### src/rtl/audio_dma_pair.sv
module audio_dma_pair #(
  parameter int REG_AW = 6,
  parameter int BASE   = 16,
  parameter int AW     = 32,
  parameter int CW     = 16
) (
  input  logic              clk,
  input  logic              rst_n,
  input  logic              reg_we,
  input  logic [REG_AW-1:0] reg_addr,
  input  logic [31:0]       reg_wdata,
  output logic [31:0]       reg_rdata,
  output logic              mem_req,
  output logic              mem_we,
  output logic [AW-1:0]     mem_addr,
  output logic [31:0]       mem_wdata,
  input  logic              mem_ack,
  input  logic [31:0]       mem_rdata,
  output logic              pb_valid,
  input  logic              pb_ready,
  output logic [31:0]       pb_data,
  input  logic              cap_valid,
  output logic              cap_ready,
  input  logic [31:0]       cap_data,
  output logic              irq
);
  localparam int NREG = 9;
  localparam logic [REG_AW-1:0] BASE_A = REG_AW'(BASE);
  localparam logic [REG_AW-1:0] SPAN   = REG_AW'(4 * NREG);

  function automatic logic [CW-1:0] dec4(input logic [CW-1:0] x);
    return (x <= CW'(4)) ? '0 : x - CW'(4);
  endfunction

  logic [REG_AW-1:0] off;
  logic              hit;
  logic [31:0]       ridx;
  assign off  = reg_addr - BASE_A;
  assign hit  = (reg_addr >= BASE_A) && (off < SPAN) && (off[1:0] == 2'b00);
  assign ridx = 32'(off[REG_AW-1:2]);

  logic wr_csr, wr_pna, wr_pnc, wr_cna, wr_cnc;
  assign wr_csr = reg_we && hit && (ridx == 0);
  assign wr_pna = reg_we && hit && (ridx == 3);
  assign wr_pnc = reg_we && hit && (ridx == 4);
  assign wr_cna = reg_we && hit && (ridx == 7);
  assign wr_cnc = reg_we && hit && (ridx == 8);

  logic [9:0] ctl;
  logic [5:0] ist;

  logic          p_busy, p_nval;
  logic [AW-1:0] p_addr, p_naddr;
  logic [CW-1:0] p_cnt, p_ncnt;
  logic          c_busy, c_nval;
  logic [AW-1:0] c_addr, c_naddr;
  logic [CW-1:0] c_cnt, c_ncnt;
  logic          pbuf_v, cbuf_v;
  logic [31:0]   pbuf, cbuf;

  logic p_go, p_pause, c_go, c_pause;
  assign p_go    = ctl[2];
  assign p_pause = ctl[3];
  assign c_go    = ctl[6];
  assign c_pause = ctl[7];

  logic p_end, p_start, p_chain, p_halt, p_starve, p_prom;
  assign p_end    = p_busy && (p_cnt == '0);
  assign p_start  = !p_busy && p_go && !p_pause && p_nval;
  assign p_chain  = p_end && p_go && !p_pause && p_nval;
  assign p_halt   = p_end && (p_pause || !p_go);
  assign p_starve = p_end && p_go && !p_pause && !p_nval;
  assign p_prom   = p_start || p_chain;

  logic c_end, c_start, c_chain, c_halt, c_starve, c_prom;
  assign c_end    = c_busy && (c_cnt == '0);
  assign c_start  = !c_busy && c_go && !c_pause && c_nval;
  assign c_chain  = c_end && c_go && !c_pause && c_nval;
  assign c_halt   = c_end && (c_pause || !c_go);
  assign c_starve = c_end && c_go && !c_pause && !c_nval;
  assign c_prom   = c_start || c_chain;

  logic p_ack, c_ack, p_want;
  assign p_ack  = mem_req && mem_ack && !mem_we;
  assign c_ack  = mem_req && mem_ack && mem_we;
  assign p_want = p_busy && (p_cnt != '0) && !pbuf_v;

  logic [5:0] ist_set, ist_clr;
  assign ist_set = {c_starve, c_halt, c_chain, p_starve, p_halt, p_chain};
  assign ist_clr = wr_csr ? reg_wdata[21:16] : 6'd0;

  always_ff @(posedge clk or negedge rst_n) begin
    if (!rst_n) begin
      ctl <= '0;
      ist <= '0;
    end else begin
      if (wr_csr) ctl <= reg_wdata[9:0];
      if (p_starve) ctl[2] <= 1'b0;
      if (c_starve) ctl[6] <= 1'b0;
      ist <= (ist & ~ist_clr) | ist_set;
    end
  end

  always_ff @(posedge clk or negedge rst_n) begin
    if (!rst_n) begin
      p_busy <= 1'b0; p_nval <= 1'b0;
      p_addr <= '0;   p_cnt  <= '0;
      p_naddr <= '0;  p_ncnt <= '0;
      pbuf_v <= 1'b0; pbuf <= '0;
    end else begin
      if (wr_pna) p_naddr <= reg_wdata[AW-1:0];
      if (wr_pnc) p_ncnt  <= reg_wdata[CW-1:0];
      if (wr_pnc) p_nval <= 1'b1;
      else if (p_prom) p_nval <= 1'b0;
      if (p_prom) begin
        p_busy <= 1'b1;
        p_addr <= p_naddr;
        p_cnt  <= p_ncnt;
      end else begin
        if (p_end) p_busy <= 1'b0;
        if (p_ack) begin
          p_addr <= p_addr + AW'(4);
          p_cnt  <= dec4(p_cnt);
        end
      end
      if (p_ack) begin
        pbuf   <= mem_rdata;
        pbuf_v <= 1'b1;
      end else if (pbuf_v && pb_ready) begin
        pbuf_v <= 1'b0;
      end
    end
  end

  always_ff @(posedge clk or negedge rst_n) begin
    if (!rst_n) begin
      c_busy <= 1'b0; c_nval <= 1'b0;
      c_addr <= '0;   c_cnt  <= '0;
      c_naddr <= '0;  c_ncnt <= '0;
      cbuf_v <= 1'b0; cbuf <= '0;
    end else begin
      if (wr_cna) c_naddr <= reg_wdata[AW-1:0];
      if (wr_cnc) c_ncnt  <= reg_wdata[CW-1:0];
      if (wr_cnc) c_nval <= 1'b1;
      else if (c_prom) c_nval <= 1'b0;
      if (c_prom) begin
        c_busy <= 1'b1;
        c_addr <= c_naddr;
        c_cnt  <= c_ncnt;
      end else begin
        if (c_end) c_busy <= 1'b0;
        if (c_ack) begin
          c_addr <= c_addr + AW'(4);
          c_cnt  <= dec4(c_cnt);
        end
      end
      if (cap_valid && cap_ready) begin
        cbuf   <= cap_data;
        cbuf_v <= 1'b1;
      end else if (c_ack) begin
        cbuf_v <= 1'b0;
      end
    end
  end

  always_ff @(posedge clk or negedge rst_n) begin
    if (!rst_n) begin
      mem_req <= 1'b0;
      mem_we  <= 1'b0;
    end else if (!mem_req) begin
      if (cbuf_v) begin
        mem_req <= 1'b1;
        mem_we  <= 1'b1;
      end else if (p_want) begin
        mem_req <= 1'b1;
        mem_we  <= 1'b0;
      end
    end else if (mem_ack) begin
      mem_req <= 1'b0;
    end
  end

  assign mem_addr  = mem_we ? c_addr : p_addr;
  assign mem_wdata = cbuf;
  assign pb_valid  = pbuf_v;
  assign pb_data   = pbuf;
  assign cap_ready = c_busy && (c_cnt != '0) && !cbuf_v;

  logic [5:0] ist_en;
  assign ist_en = {ctl[1], ctl[9], ctl[8], ctl[1], ctl[5], ctl[4]};
  assign irq    = ctl[0] && |(ist & ist_en);

  logic [31:0] csr;
  assign csr = {10'd0, ist, !c_busy, !c_nval, !p_busy, !p_nval, 2'd0, ctl};

  always_comb begin
    reg_rdata = '0;
    if (hit) begin
      case (ridx)
        0: reg_rdata = csr;
        1: reg_rdata = 32'(p_addr);
        2: reg_rdata = 32'(p_cnt);
        3: reg_rdata = 32'(p_naddr);
        4: reg_rdata = 32'(p_ncnt);
        5: reg_rdata = 32'(c_addr);
        6: reg_rdata = 32'(c_cnt);
        7: reg_rdata = 32'(c_naddr);
        8: reg_rdata = 32'(c_ncnt);
        default: reg_rdata = '0;
      endcase
    end
  end
endmodule

### config.mk
export PLATFORM = sky130hd
export DESIGN_NAME = audio_dma_pair
export DESIGN_NICKNAME = d
export VERILOG_FILES = /design/src/rtl/audio_dma_pair.sv
export SDC_FILE = /design/constraint.sdc
export NUM_CORES = 1
export LEC_CHECK = 0
export BUFFER_PORTS_ARGS = -buffer_cell sky130_fd_sc_hd__buf_2
export CAP_MARGIN = 30
export CORE_ASPECT_RATIO = 1.1
export CORE_MARGIN = 10
export CORE_UTILIZATION = 40
export DETAILED_ROUTE_END_ITERATION = 6
export HOLD_SLACK_MARGIN = 0.03
export REMOVE_ABC_BUFFERS = 1
export SKIP_CTS_REPAIR_TIMING = 1
export SLEW_MARGIN = 20
export SYNTH_ARGS = -nofsm -noshare
export SYNTH_HDL_FRONTEND = slang
export SYNTH_SLANG_ARGS = --single-unit
### constraint.sdc
create_clock -name clk -period 2.4 [get_ports clk]
set_clock_uncertainty 0.1 [all_clocks]
set_input_delay 0.24 -clock clk [delete_from_list [all_inputs] [get_ports clk]]
set_output_delay 0.24 -clock clk [all_outputs]
set_load 0.02 [all_outputs]
==> impl_metrics.tcl, run 1 <==
set metrics [dict create \
    m1WireLength_um 20700 \
    synthSimpleGateAreaFrac_pct 15.2 \
    worstRegToRegCells 5 \
    regToRegStartpoint "p_cnt[7]" \
    pwr_density_cell_nw_per_um2 1080 \
    ios 241 \
    grt_pass1_vias 12500 \
    yosysWarningCount 0 \
    n_fill_cell 3052 \
    cp_data_required_time_ns 2.06 \
    worstSetupEndpointType "output pin" \
    fin_ws_ns -0.0565 \
    die_y_um 216 \
    synth_compound_area_share_pct 13.4 \
    synth.distinct_cells 58 \
    clk_pin_slew_ns 0.06 \
    grt_pass1_wl_um 76600 \
    vias 12800 \
    multi_input_area_um2 6590 \
    cts.sinks 280 \
    synthMuxAreaShare_pct 13.2 \
    finalNetCount 1857 \
    synthTopCellsByArea "dfrtp_1 50%, mux2_2 13%, nand2_1 5.5%, a22oi_1 3.0%, nor2_1 2.2%" \
    io_buffers 240 \
    drtPass1Iterations 7 \
    synth_area_leader_cell "dfrtp_1" \
    crit_type "register to output pin" \
    hold_violations 0 \
    wl_met2_um 24900 \
    wire_per_inst_um 23.8 \
    rsz0062_at_grt "true" \
    drive_gt1_share_pct 33.0 \
    crit_path_start "c_cnt[9]" \
    setup_violations 1 \
    ys_seq_area_share_pct 50.2 \
    via_per_inst 5.80 \
    p_leak_nw 8.39 \
    ant_nets 0 \
    synthCells 1350 \
    clock_path_buffers 3 \
    die_area_um2 42800 \
    synth_ff_type "dfrtp_1" \
    dp_hpwl_um 35800 \
    track_usage_pct 22.9 \
    period_needed_ns 2.46 \
    cp-endpoint "cap_ready" \
    ys_async_sr_fraction_pct 100 \
    drt_wl_total_um 52400 \
    drc_errors 0 \
    cts_tree "done" \
    status "complete, but fails checks" \
    met3_wirelength_um 4970 \
    final_cell_mix "279 x dfrtp_1, 239 x buf_2, 204 x nand2_1" \
    grt_max_degree 66 \
    r2r_setup_slack_ns 0.06 \
    hold_slack_ns 0.0836 \
    final_common_cell "dfrtp_1" \
    seq_area_um2 7010 \
    crit_path_start_kind "register" \
    max_slew_margin_pct 61.7 \
    synth_top_area_share_pct 50.2 \
    r2r-end "p_addr[1]" \
    dpl.cell_count 2038 \
    drtIter0Drc 1018 \
    syn_to_final_growth_pct 32.8 \
    arrival_ns 2.12 \
    vdd_ir_drop_max_v 0.000772 \
    yosys.area_share.adder_pct 0.717 \
    synth_top_family_by_area "simple AND/OR/NAND/NOR gates" \
    avgSynthCellArea_um2 10.3 \
    tightest_slew_ns 0.569 \
    violations "setup timing" \
    antenna_found_initial 1 \
    period_share_pct 102 \
    htreeDepth 1 \
    highest_layer "met4" \
    place.gp.congestion 0.925 \
    synth-edff-count 0 \
    fmax_mhz 407 \
    syn-cell-area_um2 14000 \
    hp-class "input port to async pin" \
    core_um2 34300 \
    slew_viol_final 0 \
    drv_cap 0 \
    synth_xor_xnor_area_share_pct 3.89 \
    insertion_delay_ns 0.56 \
    root_buffer "clkbuf_16" \
    grt_overflow 0 \
    die_w_um 198 \
    stdcell_count 2202 \
    rows 71 \
    worst-path-max-fanout 5 \
    numCtsBuffers 30 \
    ys_ff_latch 280 \
    start_util_pct 40.7 \
]
[cells in the mapped netlist, types with 3 or more instances]
cell,count
and4_1,3
nand4_1,20
and2_1,6
inv_1,23
buf_2,13
nand2b_1,5
ha_1,8
buf_6,4
or4_1,7
xor2_1,29
mux2_2,161
and3_1,16
mux2i_1,3
a22oi_1,56
dfrtp_1,280
a222oi_1,15
a21o_1,7
o22ai_1,7
o21a_1,5
o311ai_0,4
or3_1,14
a21oi_1,51
buf_1,5
clkbuf_1,63
o2bb2ai_1,4
o31ai_1,5
nor2_1,81
nor3_1,22
o21ai_0,44
a31oi_1,36
a221oi_1,14
nor4_1,20
nand3_1,36
xnor2_1,33
a22o_1,17
nand2_1,204
[power by group]
part	leakage, nW	internal, mW	switching, mW
Combinational	4.45	3.20	4.47
Clock	0.503	2.69	1.96
Sequential	3.44	6.24	1.52
[metal layers]
metal,global-route usage [%],up-vias
met5,0,-
met4,7.90,0
met3,7.13,128
met2,37.0,649
met1,28.4,6301
li1,-,5690
[stage by stage]
step / setup slack [ns] / setup TNS [ns] / utilization (%) / cell area (um2) / power [mW]
2_1_floorplan: -1.32 / -196.20 / - / 13600 / 11.7
3_3_place_gp: 0.0153 / 0 / 47.9 / 16400 / 15.0
3_5_place_dp: -0.0166 / -0.0166 / 47.9 / 16400 / 15.1
4_1_cts: -0.335 / -2.03 / 50.7 / 17400 / 19.8
5_1_grt: -0.163 / -0.498 / 54.0 / 18500 / 21.1
6_report: -0.0565 / -0.0565 / 54.0 / 18500 / 20.1
[logic make-up after synthesis]
logic type                 after synthesis
AOI/OAI and AO/OA                      274
DFF                                    280
xor gates and xnor gates                62
buffers and inverters                  109
and+or+nand+nor                        453
adders and majority gates                8
muxes                                  164
[worst max-delay path, stage by stage (launching register included)]
cell and delay [ns]:
dfrtp_1 0.39, nor4_2 0.29, buf_4 0.17, nand4_1 0.10, buf_4 0.18, nor2_4 0.16
nor3_1 0.06, buf_2 0.19
[worst min path at each step]
| stage | startpoint | endpoint | slack [ns] | depth (start not counted) |
|---|---|---|---|---|
| floorplan | rst_n | c_addr[0] | -0.16 | 0 |
| global placement | rst_n | c_naddr[30] | 0.09 | 1 |
| detailed placement | rst_n | p_naddr[31] | 0.09 | 1 |
| CTS | rst_n | c_naddr[30] | -0.51 | 1 |
| global route | rst_n | p_naddr[31] | 0.13 | 2 |
| finish | rst_n | p_naddr[31] | 0.08 | 2 |
[flip-flops by register name, indices dropped and copies added (netlist names), 6 cells and up]
register / cells
p_cnt: 16
c_ncnt: 16
c_naddr: 32
c_addr: 32
p_ncnt: 16
p_addr: 32
ctl: 10
mem_wdata: 32
p_naddr: 32
c_cnt: 16
ist: 6
pb_data: 32
[layout make-up]
type | count | area share (%)
Antenna cell | 1 | 0.0135
Clock buffer | 41 | 4.82
Clock inverter | 13 | 0.486
Inverter | 23 | 0.466
Multi-Input combinational cell | 961 | 35.6
Sequential cell | 280 | 37.8
Tap cell | 438 | 2.96
Timing Repair Buffer | 445 | 17.9
Note: power is estimated with default switching activity, not from simulation.
==> inputs of run 2 (changes only) <==
- ABC_CLOCK_PERIOD_IN_PS: unset -> 2200
- clock period: 2.4 -> 2.2 ns (I/O delays scaled with it)
==> impl_metrics.tcl, run 2 (same netlist as run 1, synthesis figures left out) <==
set metrics [dict create \
    dp_hpwl_um 37600 \
    htreeDepth 2 \
    clock_path_buffers 3 \
    hp-class "input port to async pin" \
    drtPass1Iterations 6 \
    slew_viol_final 0 \
    vias 13600 \
    met1_usage_pct 29.6 \
    grt_pass1_vias 12900 \
    cp_data_required_time_ns 1.88 \
    io_buffers 240 \
    core_um2 34300 \
    via_per_inst 5.89 \
    finalNetCount 1960 \
    fin_ws_ns -0.293 \
    seq_area_um2 7010 \
    dpl.cell_count 2104 \
    grt_busiest_layer "met2" \
    status "complete, but fails checks" \
    root_buffer "clkbuf_16" \
    ios 241 \
    n_fill_cell 2842 \
    setup_violations 85 \
    slowest_stage "dfrtp_1" \
    arrival_ns 2.17 \
    p_total_mw 23.7 \
    rsz0062_at_grt "true" \
    insertion_delay_ns 0.52 \
    track_usage_pct 23.6 \
    crit_path_start_kind "register" \
    tightest_slew_ns 0.584 \
    wire_per_inst_um 25.3 \
    worstSetupEndpointType "output pin" \
    hold_violations 0 \
    cts.sinks 280 \
    period_share_pct 113 \
    start_util_pct 40.7 \
    syn_to_final_growth_pct 45.5 \
    clk_pin_slew_ns 0.06 \
    final_common_cell "dfrtp_1" \
    cpMostUsedCell "buf_6" \
    p_leak_nw 9.14 \
    cts_tree "done" \
    worst-path-max-fanout 3 \
    fmax_mhz 401 \
    stdcell_count 2306 \
    die_w_um 198 \
    grt_max_degree 75 \
    die_area_um2 42800 \
    drt_wl_total_um 58400 \
    grt_pass1_wl_um 78100 \
    ant_nets 0 \
    numCtsBuffers 34 \
    drive_gt1_share_pct 41.0 \
    fin_util_pct 59.2 \
    hold_slack_ns 0.119 \
    antenna_found_initial 2 \
    crit_type "register to output pin" \
    final_cell_mix "274 x dfrtp_1, 234 x buf_2, 204 x nand2_1" \
    path_cells "nor4_2, buf_4, nand4_1, nor2_2, buf_6, nor3_4, buf_6" \
    max_slew_margin_pct 60.7 \
    critPathMaxStageDelay_ns 0.38 \
    drv_cap 0 \
    grt_util_met2_pct 37.9 \
    place.gp.congestion 0.928 \
    die_y_um 216 \
    vdd_ir_drop_max_v 0.000796 \
    drc_errors 0 \
    pwr_density_cell_nw_per_um2 1170 \
    rows 71 \
    grt_overflow 0 \
    met3_usage_pct 7.10 \
    period_needed_ns 2.49 \
    violations "setup timing" \
    drtIter0Drc 1286 \
    multi_input_area_um2 7030 \
]
-- run 2: layout make-up --
class,instances,area share [%]
Clock buffer,52,5.02
Antenna cell,1,0.0123
Tap cell,438,2.70
Timing Repair Buffer,544,22.2
Clock inverter,7,0.407
Inverter,23,0.425
Multi-Input combinational cell,961,34.6
Sequential cell,280,34.6
-- run 2: critical path: cells and delay by family (launching register included) --
family	cells	cell delay, ns
DFF	1	0.38
buffers and inverters	3	0.46
and+or+nand+nor	4	0.81
-- run 2: final timing paths --
path                              from             to  slack [ns]  depth (start not counted)
min in group clk             cap_valid         cbuf_v        0.15                          4
hold reg to reg            pb_data[22]    pb_data[22]        0.37                          2
setup / recovery             c_cnt[11]      cap_ready       -0.29                          7
setup reg to reg             c_cnt[11]  mem_wdata[21]       -0.23                         10
max in group asynchronous        rst_n     p_naddr[1]        1.07                          4
hold / removal                   rst_n         p_nval        0.12                          2
-- run 2: through the flow --
step / setup slack, ns / TNS, ns / instance area (um2)
3_3_place_gp: -0.156 / -3.99 / 16900
4_1_cts: -0.487 / -15.19 / 18000
6_report: -0.293 / -14.59 / 20300
3_5_place_dp: -0.130 / -5.76 / 16900
2_1_floorplan: -1.52 / -251.44 / 13600
5_1_grt: -0.336 / -18.66 / 20300
-- run 2: metal layers --
metal	wire, um	vias to the layer above
met5	13	-
met4	2480	2
met1	22200	6682
met2	27100	830
li1	-	5909
met3	6680	165
-- run 2: where the power goes --
group | leakage (nW) | switching, mW | total (mW) | internal (mW)
combinational | 5.16 | 5.53 | 9.81 | 4.28
sequential | 3.43 | 1.49 | 8.30 | 6.82
clock | 0.543 | 2.24 | 5.56 | 3.32
==> inputs of run 3 (changes only) <==
- PLACE_DENSITY: unset -> 0.67
==> impl_metrics.tcl, run 3 (same netlist as run 1, synthesis figures left out) <==
set metrics [dict create \
    status "complete, but fails checks" \
    violations "setup timing" \
    slowest_stage "dfrtp_1" \
    r2r_setup_slack_ns -0.21 \
    clk_pin_slew_ns 0.06 \
    hp-class "input port to async pin" \
    r2r-end "c_addr[22]" \
    grt_pass1_wl_um 77900 \
    die_w_um 198 \
    p_leak_nw 9.35 \
    fin_util_pct 59.5 \
    numCtsBuffers 31 \
    die_y_um 216 \
    rows 71 \
    period_needed_ns 2.46 \
    antenna_found_initial 1 \
    drt_wl_total_um 57600 \
    grt_max_degree 65 \
    drc_errors 0 \
    worstSetupEndpointType "output pin" \
    cp-endpoint "cap_ready" \
    path_cells "nor4_4, buf_4, nand4_1, nor2_2, nor3_1, buf_4" \
    root_buffer "clkbuf_16" \
    worst-path-max-fanout 5 \
    drtIter0Drc 1145 \
    grt_overflow 0 \
    clock_path_buffers 3 \
    crit_type "register to output pin" \
    finalNetCount 1956 \
    place.gp.congestion 0.932 \
    drtPass1Iterations 7 \
    arrival_ns 2.14 \
    worstRegToRegCells 11 \
    final_common_cell "dfrtp_1" \
    syn_to_final_growth_pct 46.2 \
    fin_ws_ns -0.262 \
    critPathMaxStageDelay_ns 0.41 \
    drv_cap 0 \
    fmax_mhz 406 \
    track_usage_pct 23.4 \
    max_slew_margin_pct 64.3 \
    ios 241 \
    core_um2 34300 \
    regToRegStartpoint "c_cnt[11]" \
    period_share_pct 112 \
    cp_data_required_time_ns 1.88 \
    insertion_delay_ns 0.58 \
    vdd_ir_drop_max_v 0.000921 \
    io_buffers 240 \
    final_cell_mix "278 x dfrtp_1, 235 x buf_2, 179 x nand2_1" \
    start_util_pct 40.7 \
    rsz0062_at_grt "true" \
    die_area_um2 42800 \
    crit_path_start "c_cnt[11]" \
    ant_nets 0 \
    drive_gt1_share_pct 43.0 \
    grt_pass1_vias 13100 \
    tns_ns -9.97 \
    htreeDepth 1 \
    hold_violations 0 \
    slew_viol_final 0 \
    via_per_inst 5.92 \
    cpMostUsedCell "buf_4" \
    n_fill_cell 2743 \
    cts.sinks 280 \
    cts_tree "done" \
    tightest_slew_ns 0.536 \
    vias 13600 \
    pre_cts_slack_ns -0.298 \
    pwr_density_cell_nw_per_um2 1170 \
    crit_path_start_kind "register" \
    wire_per_inst_um 25.0 \
    setup_violations 131 \
    dp_hpwl_um 37300 \
]
-- run 3: cell types whose count changed in the layout (fill, tap and decap cells not counted), sizes merged --
cell,change
clkdlybuf4s15,-1
dlygate4sd3,+1
buf,+1
clkinv,-1
inv,+1
clkinvlp,+2
diode,+1
bufinv,+3
clkbuf,-11
-- run 3: per-stage QoR --
step / cells / instance area, um2 / power, mW / hold slack (ns)
after floorplan: 1264 / 13600 / 12.8 / -0.176
after global placement: 2097 / 16900 / 16.9 / 0.104
after detailed placement: 2097 / 16900 / 17.1 / 0.105
after CTS: 2152 / 18000 / 22.6 / -0.488
after global routing: 2301 / 20400 / 24.9 / 0.142
final: 2302 / 20400 / 23.9 / 0.0878
-- run 3: per-layer routing --
layer | GRT usage (%) | vias up | wire length (um)
li1 | - | 5891 | -
met1 | 28.1 | 6712 | 21600
met2 | 39.2 | 856 | 27600
met3 | 6.99 | 176 | 6100
met4 | 7.13 | 0 | 2350
met5 | 0 | - | 0
-- run 3: cell type report --
class	instances	area [um2]	area share (%)
Antenna cell	2	5.00	0.0245
Clock buffer	43	891	4.37
Clock inverter	12	180	0.883
Inverter	23	86.3	0.423
Multi-Input combinational cell	961	7240	35.5
Sequential cell	280	7010	34.4
Tap cell	438	548	2.69
Timing Repair Buffer	543	4430	21.7
-- run 3: power by group --
group / total, mW / leakage [nW] / switching, mW / internal [mW]
logic: 10.1 / 5.38 / 5.71 / 4.34
registers: 8.31 / 3.44 / 1.50 / 6.81
clock network: 5.50 / 0.524 / 2.22 / 3.29
total: 23.9 / 9.35 / 9.43 / 14.4
-- run 3: worst min-delay path by stage --
stage / startpoint / end / slack (ns) / cells past startpoint
after floorplan: rst_n / c_addr[0] / -0.18 / 0
after global placement: rst_n / c_naddr[30] / 0.10 / 1
after detailed placement: rst_n / p_naddr[30] / 0.11 / 1
after CTS: rst_n / p_naddr[30] / -0.49 / 1
after global routing: rst_n / p_naddr[31] / 0.14 / 2
final: rst_n / p_addr[31] / 0.09 / 2
-- run 3: worst max-delay path, delay by kind of cell, from the launching register on --
kind          cells  cell delay [ns]
flops             1             0.41
buf+inv           2             0.34
simple gates      4             0.82
